$ cat config.mk
export PLATFORM = sky130hd
export DESIGN_NAME = spi_regs_frontend
export DESIGN_NICKNAME = d
export VERILOG_FILES = /design/src/rtl/spi_rf_pkg.sv /design/src/rtl/spi_pin_sync.sv /design/src/rtl/spi_byte_shifter.sv /design/src/rtl/spi_cmd_fsm.sv /design/src/rtl/spi_regs_frontend.sv
export SDC_FILE = /design/constraint.sdc
export NUM_CORES = 1
export LEC_CHECK = 0
export BUFFER_PORTS_ARGS = -buffer_cell sky130_fd_sc_hd__buf_2
export CAP_MARGIN = 15
export CORE_ASPECT_RATIO = 0.75
export CORE_UTILIZATION = 41
export CTS_CLUSTER_SIZE = 30
export DETAILED_ROUTE_END_ITERATION = 7
export GPL_TIMING_DRIVEN = 0
export MAX_ROUTING_LAYER = met4
export PLACE_DENSITY_LB_ADDON = 0.05
export SYNTH_ARGS = -nofsm -noshare
export SYNTH_HDL_FRONTEND = slang
export SYNTH_SLANG_ARGS = --single-unit
export TNS_END_PERCENT = 10
$ cat constraint.sdc
create_clock -name clk -period 1.9 [get_ports clk]
set_input_delay 0.19 -clock clk [delete_from_list [all_inputs] [get_ports clk]]
set_output_delay 0.19 -clock clk [all_outputs]
set_load 0.01 [all_outputs]
$ cat src/rtl/spi_rf_pkg.sv
package spi_rf_pkg;
    localparam int DATA_W = 8;
    localparam int ADDR_W = 4;
    localparam int PFX_W  = DATA_W - ADDR_W;
    localparam int CNT_W  = $clog2(DATA_W);

    // command prefixes in the upper nibble
    localparam logic [PFX_W-1:0] PFX_WRITE = 4'b0001;
    localparam logic [PFX_W-1:0] PFX_READ  = 4'b1001;

    // pin positions inside the synchroniser vector
    localparam int PIN_SCLK = 0;
    localparam int PIN_CS   = 1;
    localparam int PIN_MOSI = 2;
    localparam int PIN_N    = 3;

    typedef enum logic [2:0] {
        ST_IDLE,
        ST_CMD,
        ST_WRITE,
        ST_READ,
        ST_IGNORE
    } fe_state_t;
endpackage

$ cat src/rtl/spi_pin_sync.sv
module spi_pin_sync #(
    parameter int STAGES   = 2,
    parameter int PINS     = 3,
    parameter int EDGE_IDX = 0
) (
    input  logic            clk,
    input  logic            rst_n,
    input  logic [PINS-1:0] pin_in,
    output logic [PINS-1:0] pin_s,
    output logic            edge_rise,
    output logic            edge_fall
);
    logic edge_prev;

    // one synchroniser chain per pin
    for (genvar p = 0; p < PINS; p++) begin : g_pin
        logic [STAGES-1:0] chain;
        always_ff @(posedge clk) begin
            if (!rst_n) chain <= '0;
            else        chain <= {chain[STAGES-2:0], pin_in[p]};
        end
        assign pin_s[p] = chain[STAGES-1];
    end

    always_ff @(posedge clk) begin
        if (!rst_n) edge_prev <= 1'b0;
        else        edge_prev <= pin_s[EDGE_IDX];
    end

    assign edge_rise =  pin_s[EDGE_IDX] & ~edge_prev;
    assign edge_fall = ~pin_s[EDGE_IDX] &  edge_prev;
endmodule

$ cat src/rtl/spi_byte_shifter.sv
module spi_byte_shifter
    import spi_rf_pkg::*;
(
    input  logic              clk,
    input  logic              rst_n,
    input  logic              cs_active,
    input  logic              sclk_rise,
    input  logic              sclk_fall,
    input  logic              mosi_s,
    input  logic              tx_load,
    input  logic [DATA_W-1:0] tx_data,
    output logic              byte_done,
    output logic [DATA_W-1:0] rx_byte,
    output logic              miso
);
    logic [CNT_W-1:0]  bit_cnt;
    logic [DATA_W-2:0] rx_sh;
    logic [DATA_W-1:0] tx_sh;

    always_ff @(posedge clk) begin
        if (!rst_n) begin
            bit_cnt   <= '0;
            rx_sh     <= '0;
            rx_byte   <= '0;
            byte_done <= 1'b0;
        end else if (!cs_active) begin
            bit_cnt   <= '0;
            byte_done <= 1'b0;
        end else begin
            byte_done <= 1'b0;
            if (sclk_rise) begin
                rx_sh <= {rx_sh[DATA_W-3:0], mosi_s};
                if (bit_cnt == CNT_W'(DATA_W - 1)) begin
                    bit_cnt   <= '0;
                    byte_done <= 1'b1;
                    rx_byte   <= {rx_sh, mosi_s};
                end else begin
                    bit_cnt <= bit_cnt + 1'b1;
                end
            end
        end
    end

    always_ff @(posedge clk) begin
        if (!rst_n || !cs_active) begin
            tx_sh <= '0;
            miso  <= 1'b0;
        end else if (tx_load) begin
            tx_sh <= tx_data;
        end else if (sclk_fall) begin
            miso  <= tx_sh[DATA_W-1];
            tx_sh <= {tx_sh[DATA_W-2:0], 1'b0};
        end
    end


    done_pulse_chk: assert property (@(posedge clk) disable iff (!rst_n)
        byte_done |=> !byte_done);

    cnt_clear_chk: assert property (@(posedge clk) disable iff (!rst_n)
        !cs_active |=> (bit_cnt == '0));
endmodule

$ cat src/rtl/spi_cmd_fsm.sv
module spi_cmd_fsm
    import spi_rf_pkg::*;
(
    input  logic              clk,
    input  logic              rst_n,
    input  logic              cs_active,
    input  logic              byte_done,
    input  logic [DATA_W-1:0] rx_byte,
    output logic              wr_en,
    output logic [ADDR_W-1:0] wr_addr,
    output logic [DATA_W-1:0] wr_data,
    output logic [ADDR_W-1:0] cur_addr,
    output logic              tx_load
);
    fe_state_t        state_q, state_d;
    logic [PFX_W-1:0] prefix;

    assign prefix = rx_byte[DATA_W-1:ADDR_W];

    always_ff @(posedge clk) begin
        if (!rst_n) state_q <= ST_IDLE;
        else        state_q <= state_d;
    end

    always_comb begin
        state_d = state_q;
        unique case (state_q)
            ST_IDLE:   if (cs_active) state_d = ST_CMD;
            ST_CMD: begin
                if (byte_done) begin
                    if (prefix == PFX_WRITE)     state_d = ST_WRITE;
                    else if (prefix == PFX_READ) state_d = ST_READ;
                    else                         state_d = ST_IGNORE;
                end
            end
            ST_WRITE:  state_d = ST_WRITE;
            ST_READ:   state_d = ST_READ;
            ST_IGNORE: state_d = ST_IGNORE;
            default:   state_d = ST_IDLE;
        endcase
        if (!cs_active) state_d = ST_IDLE;
    end

    always_ff @(posedge clk) begin
        if (!rst_n) begin
            wr_en    <= 1'b0;
            wr_addr  <= '0;
            wr_data  <= '0;
            cur_addr <= '0;
            tx_load  <= 1'b0;
        end else begin
            wr_en   <= 1'b0;
            tx_load <= 1'b0;
            if (cs_active && byte_done) begin
                unique case (state_q)
                    ST_CMD: begin
                        cur_addr <= rx_byte[ADDR_W-1:0];
                        tx_load  <= (prefix == PFX_READ);
                    end
                    ST_WRITE: begin
                        wr_en    <= 1'b1;
                        wr_addr  <= cur_addr;
                        wr_data  <= rx_byte;
                        cur_addr <= cur_addr + 1'b1;
                    end
                    ST_READ: begin
                        cur_addr <= cur_addr + 1'b1;
                        tx_load  <= 1'b1;
                    end
                    ST_IDLE, ST_IGNORE: ;
                    default: ;
                endcase
            end
        end
    end


    wr_after_byte_chk: assert property (@(posedge clk) disable iff (!rst_n)
        wr_en |-> $past(byte_done));

    ignore_quiet_chk: assert property (@(posedge clk) disable iff (!rst_n)
        (state_q == ST_IGNORE) |-> (!wr_en && !tx_load));

    cs_drop_idle_chk: assert property (@(posedge clk) disable iff (!rst_n)
        !cs_active |=> (state_q == ST_IDLE));

    load_in_read_chk: assert property (@(posedge clk) disable iff (!rst_n)
        tx_load |-> (state_q == ST_READ));
endmodule

$ cat src/rtl/spi_regs_frontend.sv
module spi_regs_frontend
    import spi_rf_pkg::*;
#(
    parameter int SYNC_STAGES = 2
) (
    input  logic              clk,
    input  logic              rst_n,
    input  logic              spi_sclk,
    input  logic              spi_cs,
    input  logic              spi_mosi,
    output logic              spi_miso,
    output logic              rf_we,
    output logic [ADDR_W-1:0] rf_waddr,
    output logic [DATA_W-1:0] rf_wdata,
    output logic [ADDR_W-1:0] rf_raddr,
    input  logic [DATA_W-1:0] rf_rdata
);
    logic [PIN_N-1:0]  pins_raw, pins_s;
    logic              sclk_rise, sclk_fall;
    logic              byte_done, tx_load;
    logic [DATA_W-1:0] rx_byte;

    always_comb begin
        pins_raw           = '0;
        pins_raw[PIN_SCLK] = spi_sclk;
        pins_raw[PIN_CS]   = spi_cs;
        pins_raw[PIN_MOSI] = spi_mosi;
    end

    spi_pin_sync #(
        .STAGES   (SYNC_STAGES),
        .PINS     (PIN_N),
        .EDGE_IDX (PIN_SCLK)
    ) u_sync (
        .clk       (clk),
        .rst_n     (rst_n),
        .pin_in    (pins_raw),
        .pin_s     (pins_s),
        .edge_rise (sclk_rise),
        .edge_fall (sclk_fall)
    );

    spi_byte_shifter u_shift (
        .clk       (clk),
        .rst_n     (rst_n),
        .cs_active (pins_s[PIN_CS]),
        .sclk_rise (sclk_rise),
        .sclk_fall (sclk_fall),
        .mosi_s    (pins_s[PIN_MOSI]),
        .tx_load   (tx_load),
        .tx_data   (rf_rdata),
        .byte_done (byte_done),
        .rx_byte   (rx_byte),
        .miso      (spi_miso)
    );

    spi_cmd_fsm u_fsm (
        .clk       (clk),
        .rst_n     (rst_n),
        .cs_active (pins_s[PIN_CS]),
        .byte_done (byte_done),
        .rx_byte   (rx_byte),
        .wr_en     (rf_we),
        .wr_addr   (rf_waddr),
        .wr_data   (rf_wdata),
        .cur_addr  (rf_raddr),
        .tx_load   (tx_load)
    );


    idle_quiet_chk: assert property (@(posedge clk) disable iff (!rst_n)
        !pins_s[PIN_CS] |=> (!spi_miso && !rf_we));
endmodule

==> results of run 1 <==
==> worst paths after layout <==
kind / from / to / slack (ns) / cells past startpoint
worst max register to register: u_shift.bit_cnt[0] / u_shift.rx_byte[3] / 0.35 / 6
worst min-delay path: spi_mosi / u_sync.g_pin[2].chain[0] / 0.08 / 2
worst max-delay path: u_shift.bit_cnt[0] / u_shift.rx_byte[3] / 0.35 / 6
worst min register to register: u_sync.g_pin[0].chain[0] / u_sync.g_pin[0].chain[1] / 0.44 / 1
==> sequential cells by signal, summed over array words and instances (netlist names) <==
register,cells
u_fsm.wr_data,8
u_shift.rx_byte,8
u_shift.tx_sh,8
u_shift.rx_sh,7
u_sync.g_pin.chain,6
u_fsm.cur_addr,4
u_fsm.wr_addr,4
u_fsm.state_q,3
u_shift.bit_cnt,3
u_fsm.tx_load,1
u_fsm.wr_en,1
u_shift.byte_done,1
u_shift.miso,1
u_sync.edge_prev,1
==> area by class of cell <==
cell class / instances / share of cell area, %
repair buffers: 30 / 5.91
clock buffers: 8 / 3.55
inverters: 4 / 0.591
multi-input cells: 169 / 39.0
flip-flops and latches: 56 / 44.1
plain buffers: 17 / 3.25
well taps: 72 / 3.55
==> placed cells by master (no fill, tap or decap), types with 2 or more instances in the layout <==
master	netlist	final
a211oi_1	7	7
a21oi_1	30	30
a31oi_1	3	3
and2_1	7	7
buf_2	6	36
buf_4	3	3
clkbuf_1	8	10
clkbuf_8	0	6
dfxtp_1	56	56
ha_1	3	3
inv_1	4	4
mux2i_1	10	10
nand2_1	25	25
nand2b_1	2	2
nand3_1	20	20
nand3b_1	3	3
nor2_1	14	14
nor2b_1	5	5
nor3_1	4	4
nor3b_1	2	2
o21ai_0	16	16
o221a_2	3	3
==> critical path, cell delays in order, from the launching register on <==
cell	delay (ns)
dfxtp_1	0.37
ha_1	0.16
ha_1	0.22
and4b_1	0.20
clkbuf_1	0.27
nand2_1	0.13
a21oi_1	0.14
==> power by group through the flow <==
stage	logic (mW)	registers (mW)	clock network, mW
floorplan	0.0322	1.21	0
global placement	0.0554	1.21	0
detailed placement	0.0562	1.21	0
CTS	0.0563	1.18	0.693
global route	0.0618	1.18	0.746
finish	0.0550	1.18	0.672
==> cells in the mapped netlist (all sizes together), types with 3 or more instances <==
cell type  number  area share (%)
o21ai          17             4.0
nor3            4            0.91
nor2b           5             1.4
ha              3             1.7
nand3          20             4.5
clkbuf          8             1.4
nor2           14             2.4
inv             4            0.68
mux2i          10             4.5
nand2          26             4.5
and2            7             2.0
a31oi           3            0.85
a21oi          30             6.8
o221a           3             1.5
nand3b          3             1.0
dfxtp          56              51
buf             9             2.4
a211oi          7             2.4
==> layer usage <==
metal  part of all wire, %  track usage (%)  vias up
met3                   3.1             3.77        8
li1                      -                -      946
met4                   1.8             8.13        0
met5                     0                -        -
met2                    40             25.9       29
met1                    55             26.8      837
==> kinds of logic (layout without fill, tap and decap cells) <==
logic type | count (synthesis) | after routing | share of synthesized area, %
and+or+nand+nor | 90 | 90 | 20.6
AOI/OAI and AO/OA | 65 | 65 | 17.5
DFF | 56 | 56 | 50.7
buffers and inverters | 21 | 59 | 4.42
muxes | 11 | 11 | 5.04
adders and majority gates | 3 | 3 | 1.70
==> out/metrics.csv, run 1 <==
stage,metric,value,unit
clock_tree,root buffer cell,clkbuf_8,
grt,Tot GR Track Use,18.9,%
critical_path,CP Launch Type,flop,
routing,Pre-Repair DR Iteration Count,4,
synth,Synth async-reset ratio,0,%
critical_path,CP Max Fanout,8,
placed_design,dpl hpwl,3350,um
synth,"Seq/Total Area, Yosys",50.7,%
final_layout,synthesis-to-layout area growth,14.9,%
run_status,status,completed,
final_layout,n_diodes,0,
placed_design,IO Port Bufs,30,
sta,Clock Skews,0.00493,ns
floorplanning,Std-Cell Rows,22,
routing,vias,1820,
synth,Mapped Cells,246,
routing,vias per inst,5.11,
floorplanning,I/O Pins,31,
clock_tree,CTS tree,built,
grt,initial antenna violation count,0,
final_layout,Post-Route Utilization,50.4,%
power,Switching Share,21.5,%
floorplanning,chip width,86.8,um
synth,"flops & latches, synth",56,
sta,Final Hold Fails,0,
routing,final antenna-violating net count,0,
routing,Routed WL per cell,12.8,um
sta,achievable clock frequency,645,MHz
clock_tree,H-tree depth,2,
synth,Netlist Area Pre-Place,2210,um2
power,Design Power,1.91,mW
sta,Slew @ Worst Pin,0.523,ns
power,Gate power share,2.9,%
power,Internal,1.50,mW
hold_path,worst min path class,input pin to flop,
power,Leakage Power,0.995,nW
placed_design,Setup WS pre-CTS,0.364,ns
floorplanning,Die Area,5690,um2
grt,number of global-route vias before repair,1653,
clock_tree,Resized Gates After CTS,0,
power,Clk pwr share,35.2,%
run,maxcap violations,0,
final_layout,post-layout net count,299,
grt,largest net degree at the start of global routing,16,
sta,Setup WS post-layout,0.350,ns
final_layout,layout cell share with drive strength beyond 1,18.0,%
critical_path,CP Data Required Time,2.15,ns
power,Seq pwr share,61.9,%
sta,Final setup viols,0,
power,Net Switching,0.411,mW
final_layout,area occupied by multi-input gates,991,um2
sta,Worst slew margin,65.1,%
critical_path,CP Capture Type,flop,
sta,Final Max Slew Viols,0,
synth,Synth Flop Type,dfxtp_1,
clock_tree,CTS Buf Count,5,
floorplanning,Initial Util,43.9,%
synth,Yosys cell types,36,
clock_tree,clk_lat worst skew,0.31,ns
routing,initial DRC count,68,
synth,syn_area_per_cell,8.98,um2
routing,DRC Markers,0,
final_layout,fillers,525,
clock_tree,"Clk pin slew, worst setup/hold paths",0.09,ns
power,Worst IR Drop VDD,0.368,mV
sta,RSZ-0062 raised after global routing,false,
critical_path,kind of critical path,flop to flop,
placed_design,# placed instances,348,
clock_tree,"Setup Fix Bufs, Post-CTS",0,
final_layout,non-filler instance count after layout,356,
sta,Final period util,81.6,%
sta,crit path time final,1.55,ns
power,pwr dens,752,nW/um2
synth,number of synthesized flops with an enable pin,0,
sta,hold_ws,0.0786,ns
grt,Overflow after GRT,0,
grt,global-route wire length before repair,7940,um
synth,Synth Warn #,0,
critical_path,crit path DAT,1.80,ns
sta,setup TNS,0,ns
synth,Mapped Nets,262,
final_layout,final instance area,2540,um2
placed_design,Placed Area,2450,um2
clock_tree,Clock Tree Buf Depth,2,
clock_tree,# hold bufs at CTS,0,
routing,drt total wl,4570,um
floorplanning,Die Y-Extent,65.6,um
final_layout,Register Area,1120,um2
floorplanning,area of the core,5040,um2
placed_design,RePlAce Congestion,0.765,
clock_tree,Clock Sinks,56,
No activity file was read; power rests on OpenSTA's default activity.
==> run 2: changes to the inputs <==
Clock period 1.9 ns to 1.4 ns, I/O delays scaled along.
==> run 2 against run 1 <==
Hold slack got worse by 0.051 ns; register-to-register slack worse by 0.27 ns; non-clock buffer count grew 3; global-route usage unchanged; final cell count is 0.84% higher; first-iteration DRC count increased by 1.5%; largest power group unchanged.
==> out/metrics.csv, run 2 (same netlist as run 1, synthesis figures left out) <==
stage,metric,value,unit,change
routing,Routed WL per cell,12.9,um,+0.18%
grt,Tot GR Track Use,18.9,%,unchanged
power,Design Power,2.59,mW,+36%
placed_design,Placed Area,2450,um2,unchanged
sta,RSZ-0062 raised after global routing,false,,
floorplanning,I/O Pins,31,,unchanged
floorplanning,area of the core,5040,um2,unchanged
power,pwr dens,997,nW/um2,+32%
placed_design,IO Port Bufs,30,,unchanged
critical_path,CP startpoint,u_sync.g_pin[1].chain[1],,
placed_design,RePlAce Congestion,0.765,,unchanged
clock_tree,"Clk pin slew, worst setup/hold paths",0.09,ns,about the same
clock_tree,Clock Tree Buf Depth,2,,unchanged
final_layout,"most common cell after layout, fill and taps aside",dfxtp_1,,
sta,Final period util,94.4,%,+13 points
critical_path,CP Capture Type,flop,,
critical_path,worst path cell trace,buf_4 -> nand2_2 -> or3_1 -> a31oi_1,,
final_layout,"commonest cells after routing, fill and taps aside","dfxtp_1, buf_2, a21oi_1, nand2_1, nand3_1",,
floorplanning,Std-Cell Rows,22,,unchanged
final_layout,post-layout net count,302,,+1.0%
sta,Setup WS post-layout,0.0783,ns,-0.272 ns
final_layout,non-filler instance count after layout,359,,+0.84%
power,Worst IR Drop VDD,0.499,mV,+36%
routing,drt total wl,4620,um,+1.0%
critical_path,CP top delay family,simple AND/OR/NAND/NOR gates,,
sta,crit path time final,1.32,ns,-0.228 ns
grt,number of global-route vias before repair,1656,,+0.18%
critical_path,CP endpoint,u_fsm.state_q[0],,
final_layout,n_diodes,0,,unchanged
final_layout,synthesis-to-layout area growth,17.6,%,
grt,global-route wire length before repair,7950,um,about the same
critical_path,kind of critical path,flop to flop,,
clock_tree,root buffer cell,clkbuf_8,,
critical_path,r2r setup slk,0.08,ns,-0.27 ns
clock_tree,Clock Sinks,56,,unchanged
grt,largest net degree at the start of global routing,16,,unchanged
critical_path,CP Data Required Time,1.64,ns,-0.51 ns
routing,vias per inst,5.11,,about the same
final_layout,final instance area,2600,um2,+2.3%
run,maxcap violations,0,,unchanged
floorplanning,chip width,86.8,um,unchanged
placed_design,Setup WS pre-CTS,-0.136,ns,-0.500 ns
hold_path,worst min path class,input pin to flop,,
clock_tree,H-tree depth,2,,unchanged
clock_tree,clk_lat worst skew,0.31,ns,about the same
grt,Overflow after GRT,0,,unchanged
critical_path,"slowest stage delay, CP",0.40,ns,+0.03 ns
clock_tree,CTS Buf Count,5,,unchanged
final_layout,biggest registers after layout,"u_fsm.wr_data (8), u_shift.rx_byte (8), u_shift.tx_sh (8)",,
routing,initial DRC count,69,,+1.5%
critical_path,CP Max Fanout,10,,+2
floorplanning,Initial Util,43.9,%,unchanged
routing,Pre-Repair DR Iteration Count,4,,unchanged
floorplanning,Die Y-Extent,65.6,um,unchanged
sta,Final Max Slew Viols,0,,unchanged
sta,Worst slew margin,66.1,%,+1.0 points
critical_path,Reg2Reg Launch Point,u_sync.g_pin[1].chain[1],,
sta,hold_ws,0.0274,ns,-0.0512 ns
sta,Slew @ Worst Pin,0.508,ns,-0.0146 ns
routing,DRC Markers,0,,unchanged
sta,achievable clock frequency,757,MHz,+17%
critical_path,"Slowest-stage cell, CP",dfxtp_1,,
routing,vias,1835,,+0.82%
grt,initial antenna violation count,0,,unchanged
final_layout,Post-Route Utilization,51.6,%,+1.2 points
sta,Final setup viols,0,,unchanged
placed_design,# placed instances,348,,unchanged
routing,final antenna-violating net count,0,,unchanged
critical_path,CP Launch Type,flop,,
critical_path,Reg2Reg Depth,4,,-2
run_status,status,completed,,
critical_path,Worst R2R End,u_fsm.state_q[0],,
critical_path,crit path DAT,1.56,ns,-0.24 ns
floorplanning,Die Area,5690,um2,unchanged
sta,Final Hold Fails,0,,unchanged
final_layout,layout cell share with drive strength beyond 1,22.0,%,+4.0 points
sta,setup TNS,0,ns,unchanged
critical_path,buffers plus inverters on the worst setup path,1,,unchanged
critical_path,Worst path depth,4,,-2
clock_tree,# hold bufs at CTS,0,,unchanged
clock_tree,CTS tree,built,,
placed_design,dpl hpwl,3350,um,unchanged
sta,Clock Skews,0.00461,ns,-0.000327 ns
power,Leakage Power,1.02,nW,+2.4%
## run 2: layer usage
metal	GRT usage, %	routed length, um	vias to the layer above
met2	26.2	1850	29
met5	-	0	-
met1	26.6	2540	846
met4	8.13	82	0
met3	3.77	154	8
li1	-	-	952
## run 2: repair_timing
action                                  in CTS  in global routing
pin swaps                                    1                  0
setup buffers                                1                  2
gates resized for setup                      1                 14
endpoints found under the setup margin       8                 27
hold endpoints to repair                     0                  0
gates cloned                                 0                  1
## run 2: worst min-delay path by stage
stage                     cells after the start     start                  endpoint
after floorplan                               1  spi_sclk  u_sync.g_pin[0].chain[0]
after global placement                        2  spi_sclk  u_sync.g_pin[0].chain[0]
after detailed placement                      2  spi_sclk  u_sync.g_pin[0].chain[0]
after CTS                                     2  spi_sclk  u_sync.g_pin[0].chain[0]
after global routing                          2  spi_sclk  u_sync.g_pin[0].chain[0]
final                                         2  spi_mosi  u_sync.g_pin[2].chain[0]
## run 2: final cells by class
class                           instances  area [um2]
Inverter                                4        15.0
Clock buffer                            8        90.1
Buffer                                 16        90.1
Sequential cell                        56        1120
Fill cell                             517        2440
Multi-Input combinational cell        169        1010
Tap cell                               72        90.1
Timing Repair Buffer                   34         178
## run 2: where the power goes
group          internal [mW]  total (mW)  switching, mW
Combinational         0.0301      0.0747         0.0447
Sequential              1.60        1.61        0.00507
Clock                  0.405       0.910          0.505
Total                   2.04        2.59          0.555
## run 2: worst register-to-register path, stage by stage (launching register included)
cell,delay [ns]
dfxtp_1,0.40
buf_4,0.20
nand2_2,0.12
or3_1,0.36
a31oi_1,0.17
